<file path="src/rtl/i2c_irq_pkg.sv">
package i2c_irq_pkg;
  localparam int NSRC = 12;
  localparam int ADDR_W = 4;
  localparam int BIT_RXLVL = 2;
  localparam int BIT_TXLVL = 4;
  localparam logic [NSRC-1:0] CLR_MASK = ~((NSRC'(1) << BIT_RXLVL) | (NSRC'(1) << BIT_TXLVL));

  localparam logic [ADDR_W-1:0] A_RAW     = 4'd0;
  localparam logic [ADDR_W-1:0] A_MSKSTAT = 4'd1;
  localparam logic [ADDR_W-1:0] A_MASK    = 4'd2;
  localparam logic [ADDR_W-1:0] A_RXTHR   = 4'd3;
  localparam logic [ADDR_W-1:0] A_TXTHR   = 4'd4;
  localparam logic [ADDR_W-1:0] A_CLRALL  = 4'd5;
  localparam int CLR_BASE = 6;

  // one-hot of the flag cleared by a per-source clear address (0 if none)
  function automatic logic [NSRC-1:0] clr_sel(input logic [ADDR_W-1:0] a);
    logic [NSRC-1:0] oh;
    int idx;
    oh = '0;
    idx = 0;
    for (int b = 0; b < NSRC; b++) begin
      if (CLR_MASK[b]) begin
        if (int'(a) == CLR_BASE + idx) oh[b] = 1'b1;
        idx++;
      end
    end
    return oh;
  endfunction
endpackage

</file>
<file path="src/rtl/evt_flags.sv">
module evt_flags
  import i2c_irq_pkg::*;
(
  input  logic            clk,
  input  logic            rst_n,
  input  logic [NSRC-1:0] set_i,
  input  logic [NSRC-1:0] clr_i,
  output logic [NSRC-1:0] q_o
);
  for (genvar b = 0; b < NSRC; b++) begin : g_bit
    if (CLR_MASK[b]) begin : g_sticky
      always_ff @(posedge clk) begin
        if (!rst_n) q_o[b] <= 1'b0;
        else        q_o[b] <= set_i[b] | (q_o[b] & ~clr_i[b]);
      end
    end else begin : g_level
      assign q_o[b] = 1'b0;
    end
  end
endmodule

</file>
<file path="src/rtl/lvl_cmp.sv">
module lvl_cmp #(
  parameter int FILL_W = 7,
  parameter int THR_W  = 12
) (
  input  logic [FILL_W-1:0] rx_fill,
  input  logic [FILL_W-1:0] tx_fill,
  input  logic [THR_W-1:0]  rx_thr,
  input  logic [THR_W-1:0]  tx_thr,
  output logic              rx_hit,
  output logic              tx_hit
);
  localparam int CMP_W = (FILL_W > THR_W) ? FILL_W : THR_W;
  logic [CMP_W-1:0] rxf, txf, rxt, txt;
  always_comb begin
    rxf = CMP_W'(rx_fill);
    txf = CMP_W'(tx_fill);
    rxt = CMP_W'(rx_thr);
    txt = CMP_W'(tx_thr);
    rx_hit = rxf > rxt;
    tx_hit = txf <= txt;
  end
endmodule

</file>
<file path="src/rtl/reg_port.sv">
module reg_port
  import i2c_irq_pkg::*;
(
  input  logic              clk,
  input  logic              rst_n,
  input  logic [ADDR_W-1:0] reg_addr,
  input  logic              reg_wr,
  input  logic [NSRC-1:0]   reg_wdata,
  input  logic              reg_rd,
  input  logic [NSRC-1:0]   raw_i,
  input  logic [NSRC-1:0]   flags_i,
  output logic [NSRC-1:0]   mask_o,
  output logic [NSRC-1:0]   rx_thr_o,
  output logic [NSRC-1:0]   tx_thr_o,
  output logic [NSRC-1:0]   clr_o,
  output logic [NSRC-1:0]   rdata
);
  logic [NSRC-1:0] sel_oh;
  logic [NSRC-1:0] rd_next;

  assign sel_oh = clr_sel(reg_addr);

  always_comb begin
    clr_o = '0;
    if (reg_rd) clr_o = (reg_addr == A_CLRALL) ? CLR_MASK : sel_oh;
  end

  always_comb begin
    case (reg_addr)
      A_RAW, A_CLRALL: rd_next = raw_i;
      A_MSKSTAT:       rd_next = raw_i & mask_o;
      A_MASK:          rd_next = mask_o;
      A_RXTHR:         rd_next = rx_thr_o;
      A_TXTHR:         rd_next = tx_thr_o;
      default:         rd_next = NSRC'(|(flags_i & sel_oh));
    endcase
  end

  always_ff @(posedge clk) begin
    if (!rst_n) begin
      mask_o   <= '0;
      rx_thr_o <= '0;
      tx_thr_o <= '0;
      rdata    <= '0;
    end else begin
      if (reg_wr) begin
        if (reg_addr == A_MASK)  mask_o   <= reg_wdata;
        if (reg_addr == A_RXTHR) rx_thr_o <= reg_wdata;
        if (reg_addr == A_TXTHR) tx_thr_o <= reg_wdata;
      end
      if (reg_rd) rdata <= rd_next;
    end
  end
endmodule

</file>
<file path="src/rtl/i2c_irq_ctrl.sv">
module i2c_irq_ctrl
  import i2c_irq_pkg::*;
#(
  parameter int FILL_W = 7
) (
  input  logic              clk,
  input  logic              rst_n,
  input  logic [ADDR_W-1:0] reg_addr,
  input  logic              reg_wr,
  input  logic [NSRC-1:0]   reg_wdata,
  input  logic              reg_rd,
  output logic [NSRC-1:0]   rdata,
  input  logic [NSRC-1:0]   evt,
  input  logic [FILL_W-1:0] rx_fill,
  input  logic [FILL_W-1:0] tx_fill,
  output logic              irq
);
  logic [NSRC-1:0] ev_q, clr_vec, raw_stat, mask_q, rx_thr_q, tx_thr_q;
  logic rx_hit, tx_hit;

  evt_flags u_flags (
    .clk(clk), .rst_n(rst_n), .set_i(evt & CLR_MASK), .clr_i(clr_vec), .q_o(ev_q)
  );

  lvl_cmp #(.FILL_W(FILL_W), .THR_W(NSRC)) u_lvl (
    .rx_fill(rx_fill), .tx_fill(tx_fill), .rx_thr(rx_thr_q), .tx_thr(tx_thr_q),
    .rx_hit(rx_hit), .tx_hit(tx_hit)
  );

  always_comb begin
    raw_stat = ev_q;
    raw_stat[BIT_RXLVL] = rx_hit;
    raw_stat[BIT_TXLVL] = tx_hit;
  end

  reg_port u_regs (
    .clk(clk), .rst_n(rst_n), .reg_addr(reg_addr), .reg_wr(reg_wr),
    .reg_wdata(reg_wdata), .reg_rd(reg_rd), .raw_i(raw_stat), .flags_i(ev_q),
    .mask_o(mask_q), .rx_thr_o(rx_thr_q), .tx_thr_o(tx_thr_q),
    .clr_o(clr_vec), .rdata(rdata)
  );

  assign irq = |(raw_stat & mask_q);
endmodule

</file>
<file path="config.mk">
export PLATFORM = sky130hd
export DESIGN_NAME = i2c_irq_ctrl
export DESIGN_NICKNAME = d
export VERILOG_FILES = /design/src/rtl/i2c_irq_pkg.sv /design/src/rtl/evt_flags.sv /design/src/rtl/lvl_cmp.sv /design/src/rtl/reg_port.sv /design/src/rtl/i2c_irq_ctrl.sv
export SDC_FILE = /design/constraint.sdc
export NUM_CORES = 1
export LEC_CHECK = 0
export ABC_CLOCK_PERIOD_IN_PS = 1600
export BUFFER_PORTS_ARGS = -buffer_cell sky130_fd_sc_hd__buf_2
export CAP_MARGIN = 5
export CELL_PAD_IN_SITES_DETAIL_PLACEMENT = 1
export CELL_PAD_IN_SITES_GLOBAL_PLACEMENT = 2
export CORE_MARGIN = 10
export CORE_UTILIZATION = 30
export CTS_CLUSTER_DIAMETER = 120
export DETAILED_ROUTE_END_ITERATION = 7
export GPL_TIMING_DRIVEN = 0
export PLACE_DENSITY_LB_ADDON = 0.08
export SYNTH_ARGS = -nofsm -noshare
export SYNTH_HDL_FRONTEND = slang
export SYNTH_SLANG_ARGS = --single-unit
</file>
<file path="constraint.sdc">
create_clock -name clk -period 1.6 [get_ports clk]
set_clock_uncertainty 0.05 [all_clocks]
set_input_delay 0.08 -clock clk [delete_from_list [all_inputs] [get_ports clk]]
set_output_delay 0.08 -clock clk [all_outputs]
set_load 0.02 [all_outputs]
</file>
==> run metrics, run 1 <==
CP startpoint kind register; commonest non-fill, non-tap cell in the layout buf_2; Synthesis Warnings 0; Worst VDD drop 295.8 uV; top cells by area, synth dfxtp_1 (37%), mux2i_1 (8.5%), ha_1 (5.5%), nand2_1 (4.9%), a21oi_1 (4.4%); Hold WC Path Type in -> reg; Port Buffer Count 55; Final Hold Slack 62.19 ps; Initial Util 0.3066; failing checks setup timing; Max Cap Viol 0; Post-synth EDFFs 0; Slew Viols, Final 0; power share of the sequential group 0.440; most frequent cells in the layout buf_2 (64), dfxtp_1 (48), nand2_1 (41); vias in the first global route 3407; Sw Share 0.2819; status finished with violations; area of the die 15060 sq um; RR Startpoint u_regs.tx_thr_o[5]$_SDFFE_PN0P_; Clk pin slew, worst setup/hold paths 80 ps; DRT Wirelength 11550 um; reg2reg path depth 7; Data arrival, critical path 2070 ps; synthesized area 3166 sq um; worst hold path stage count 3; Worst-Margin Slew 881.2 ps; Critical Path Start u_regs.rx_thr_o[6]$_SDFFE_PN0P_; CTS Buffer Depth 2; crit share post-route 1.378; Logic pwr share 0.148; reg2reg end u_regs.rdata[4]$_SDFFE_PN0P_; Core Area 10320 sq um; WL/cell 18.90 um; CTS tree done; gpl congestion 0.8798; Cell Pwr Density 814.8 nW/um^2; final setup violation count 3; synth unique cells 52; Max-slew headroom 0.4112; largest net degree at the start of global routing 11; cell taking the most area after synthesis dfxtp_1; r2r setup slk -190 ps; row cnt 37; design area 4233 sq um; Setup crit end kind output pin; Synth top area share 0.3668; DRC violations left 0; diode count 0; Die X 122.7 um; Die Ht 122.7 um; Seq cells post-synth 58; P_sw 0.0009722 W; Crit Path Max Fanout 3; critical path capture point irq; worst-skew pair later-pin latency 350 ps; drt via density 5.085; clock share of power 0.411; first-pass GRT wire length 18540 um; Num CTS Buffers 9; antenna violations before repair 0; clk sink count 58; clock root cell clkbuf_8; dpl hpwl 8881 um; final hold vios 0; RSZ-0062 raised after global routing yes; Total Neg Setup Slack -906.9 ps; P_int 0.002477 W; CP Data Required Time 1470 ps; Synth-to-Final Area Change 33.72%; GRT overflow 0; Syn Area/Cell 8.441 sq um; via count 3107; Mapped Nets 435; Async SR Flop Fraction 0; DR iter-0 viols 143; setup ws final -604.2 ps; DP Area 3627 sq um; post-route ant nets 0; Seq/Total Area, Yosys 0.3668; crit path time final 2204 ps; fmax 453.7 MHz; IO Count 59; Syn Inst Count 375; top_reg_cell synth dfxtp_1; Pleak 1.831 nW; # H-tree levels 3; DR pass1 iterations 4; Tot GR Track Use 0.1579; layout cells sized above 1 0.2589; crit path kind reg -> out; Final #Nets 530
synthesized netlist by cell type (5+ instances only):
cell,number
clkbuf_1,10
a221oi_1,9
nand2_1,41
a21o_1,7
dfxtp_1,58
nand3_1,7
nor2_1,36
a22oi_1,6
mux2i_1,27
nor2b_1,8
a22o_1,12
ha_1,14
o211ai_1,9
nand2b_1,5
buf_2,10
a21oi_1,28
inv_1,20
o21ai_0,13
worst min path at each step:
stage	startpoint	to	slack (ps)
floorplan	evt[11]	u_flags.q_o[11]$_SDFF_PN0_	150
detailed placement	evt[8]	u_flags.q_o[8]$_SDFF_PN0_	240
global placement	evt[3]	u_flags.q_o[3]$_SDFF_PN0_	230
finish	rst_n	u_flags.q_o[7]$_SDFF_PN0_	60
global route	rst_n	u_regs.rx_thr_o[11]$_SDFFE_PN0P_	100
CTS	rst_n	u_regs.rx_thr_o[11]$_SDFFE_PN0P_	60
stage by stage:
step	instances	worst slack, ps	power, W	util
2_1_floorplan	375	-82.55	0.001796	-
3_3_place_gp	566	-403.5	0.001974	0.3514
3_5_place_dp	566	-388.7	0.001983	0.3514
4_1_cts	611	-641.1	0.003467	0.4066
5_1_grt	611	-668.0	0.003607	0.4100
6_report	611	-604.2	0.003449	0.4100
cell families (layout without fill, tap and decap cells):
group | count (synthesis) | count (layout) | synth area share
and+or+nand+nor | 122 | 122 | 0.1881
AOI/OAI and AO/OA | 107 | 107 | 0.2375
DFF | 58 | 58 | 0.3668
buffers and inverters | 44 | 144 | 0.05850
muxes | 27 | 27 | 0.08538
adders and majority gates | 14 | 14 | 0.05534
xor gates and xnor gates | 3 | 3 | 0.008302
registers in the layout (all words and copies together), names as in the netlist:
signal	count
u_regs.mask_o	12
u_regs.rdata	12
u_regs.rx_thr_o	12
u_regs.tx_thr_o	12
u_flags.q_o	10
final cells by class:
class | count | area [sq um]
Fill cell | 1230 | 6091
Multi-Input combinational cell | 273 | 1947
Inverter | 21 | 78.83
Clock inverter | 4 | 51.30
Buffer | 23 | 106.4
Tap cell | 136 | 170.2
Timing Repair Buffer | 84 | 555.5
Sequential cell | 58 | 1179
Clock buffer | 12 | 145.1
routing by layer:
layer | wire, um | GRT usage | up-vias
li1 | - | - | 1546
met1 | 5581 | 0.1991 | 1486
met2 | 5367 | 0.2631 | 63
met3 | 436 | 0.02984 | 12
met4 | 166 | 0.05449 | 0
met5 | 0 | 0 | -
power groups by stage:
stage          clock, W  combinational (W)  sequential [W]
5_1_grt         0.00151           0.000570         0.00152
2_1_floorplan         0           0.000254         0.00154
6_report        0.00142           0.000512         0.00152
3_3_place_gp          0           0.000420         0.00155
3_5_place_dp          0           0.000428         0.00156
4_1_cts         0.00144           0.000510         0.00152
worst max-delay path: stages, from the launching register on:
cell      delay (ps)
dfxtp_2          350
inv_2             50
ha_4             260
nor2_2            30
or3_4            390
a311o_2          380
o211ai_1         100
buf_4            180
what timing repair did:
action                                 CTS  global route
setup buffers                            5             0
setup endpoints to repair                3             3
resized for setup                       20             7
pin swaps                               10             6
gates cloned                             0             0
endpoints found under the hold margin   46             0
hold buffers                            24             0
Power figures use the tool's default switching activity.
==> run 2: changes to the inputs <==
--- a/config.mk
+++ b/config.mk
@@ -18,4 +18,5 @@
 export PLACE_DENSITY_LB_ADDON = 0.08
 export SYNTH_ARGS = -nofsm -noshare
 export SYNTH_HDL_FRONTEND = slang
+export SYNTH_HIERARCHICAL = 1
 export SYNTH_SLANG_ARGS = --single-unit
==> run 2 against run 1 <==
Effect of this change:
- the flow still finishes with violations (setup timing)
- via count increased by 1.9%
- total power decreased by 7.1%
- fmax is 11% lower
- wire length grew 3.7%
- worst setup slack got worse by 260 ps
- count of clock-buffer cells in the layout unchanged
- cell area rose by 0.38%
- flip-flop and latch count did not move
- clock power shrank 20%
- final cell count up 0.82%
- critical endpoint is now u_regs/rdata[4]$_SDFFE_PN0P_
- largest power group unchanged
==> run metrics, run 2 <==
area of the die 15480 sq um; final hold vios 0; IO Count 59; Final #Nets 532; Tot GR Track Use 0.1518; Max-slew headroom 0.6497; vias in the first global route 3397; DR pass1 iterations 4; Setup crit end kind register; GRT overflow 0; Synth-to-Final Area Change 29.87%; antenna violations before repair 0; DP Area 3755 sq um; design area 4249 sq um; Data arrival, critical path 2650 ps; commonest non-fill, non-tap cell in the layout nand2_1; worst-skew pair later-pin latency 350 ps; CTS Buffer Depth 2; RSZ-0062 raised after global routing yes; crit path time final 2468 ps; Initial Util 0.3045; Slew Viols, Final 0; final setup violation count 4; # H-tree levels 3; via count 3165; CP Data Required Time 1780 ps; status finished with violations; reg2reg path depth 9; Crit Path Max Fanout 3; layout cells sized above 1 0.2542; pre-CTS WS -781.8 ps; Clk pin slew, worst setup/hold paths 70 ps; drt via density 5.138; CP startpoint kind register; diode count 0; Synthesis Warnings 6; DRC violations left 0; Total Neg Setup Slack -2413 ps; worst hold path stage count 3; setup ws final -867.9 ps; synthesized area 3272 sq um; Final Hold Slack 85.00 ps; DRT Wirelength 11980 um; final core utilization 0.3954; Port Buffer Count 52; post-route ant nets 0; Die X 124.4 um; Core Area 10750 sq um; Pleak 1.705 nW; DR iter-0 viols 117; clock root cell clkbuf_8; Mapped Nets 443; Num CTS Buffers 9; Worst-Margin Slew 520.6 ps; crit share post-route 1.542; largest net degree at the start of global routing 11; Syn Inst Count 383; row cnt 38; Max Cap Viol 0; Hold WC Path Type in -> reg; Syn Area/Cell 8.543 sq um; clk sink count 58; Die Ht 124.4 um; gpl congestion 0.7815; failing checks setup timing; WL/cell 19.44 um; Worst VDD drop 420.8 uV; fmax 405.2 MHz; dpl hpwl 9232 um; first-pass GRT wire length 18780 um; CTS tree done; crit path kind reg -> reg; most frequent cells in the layout nand2_1 (81), buf_2 (60), dfxtp_1 (45); Cell Pwr Density 754.2 nW/um^2
[run 2: what timing repair did]
action,in CTS,in global routing
hold endpoints to repair,46,0
hold buffers,22,0
pin swaps,6,8
gates resized for setup,16,13
gates cloned,0,0
setup buffers,3,1
setup endpoints to repair,4,4
[run 2: layer usage]
metal,GRT usage,vias to the layer above,share of wire
met5,0,-,0
met4,0.05209,0,0.022
met3,0.03447,16,0.038
met2,0.2531,69,0.47
met1,0.1872,1510,0.47
li1,-,1570,-
[run 2: worst paths after layout]
path | start | endpoint | slack [ps]
worst max-delay path | u_regs/tx_thr_o[1]$_SDFFE_PN0P_ | u_regs/rdata[4]$_SDFFE_PN0P_ | -870
worst min-delay path | rst_n | u_flags/q_o[7]$_SDFF_PN0_ | 80
worst max register to register | u_regs/tx_thr_o[1]$_SDFFE_PN0P_ | u_regs/rdata[4]$_SDFFE_PN0P_ | -870
worst min register to register | u_regs/rdata[10]$_SDFFE_PN0P_ | u_regs/rdata[10]$_SDFFE_PN0P_ | 430
[run 2: area by class of cell]
| cell class | instances | area (sq um) |
|---|---|---|
| Inverter | 16 | 60.06 |
| Clock inverter | 3 | 17.52 |
| Multi-Input combinational cell | 280 | 2024 |
| Sequential cell | 58 | 1180 |
| Buffer | 29 | 140.1 |
| Fill cell | 1313 | 6496 |
| Tap cell | 140 | 175.2 |
| Timing Repair Buffer | 78 | 516.7 |
| Clock buffer | 12 | 135.1 |
[run 2: through the flow]
stage | instances | power, W
2_1_floorplan | 383 | 0.001822
3_3_place_gp | 575 | 0.002002
3_5_place_dp | 575 | 0.002011
4_1_cts | 615 | 0.003230
5_1_grt | 616 | 0.003346
6_report | 616 | 0.003205
[run 2: power breakdown]
| part | leakage (nW) | switching [W] | internal, W | total, W |
|---|---|---|---|---|
| sequential | 0.477 | 0.0000545 | 0.00148 | 0.00153 |
| combinational | 1.15 | 0.000271 | 0.000258 | 0.000529 |
| clock | 0.0762 | 0.000593 | 0.000549 | 0.00114 |
[run 2: worst max-delay path, cell delays in order (launching register included)]
cell      delay (ps)
dfxtp_2          350
inv_1             50
ha_1             280
nor2b_1          140
o211ai_1         100
a311o_1          450
buf_4            190
a32o_2           280
a221o_1          290
a22o_1           190
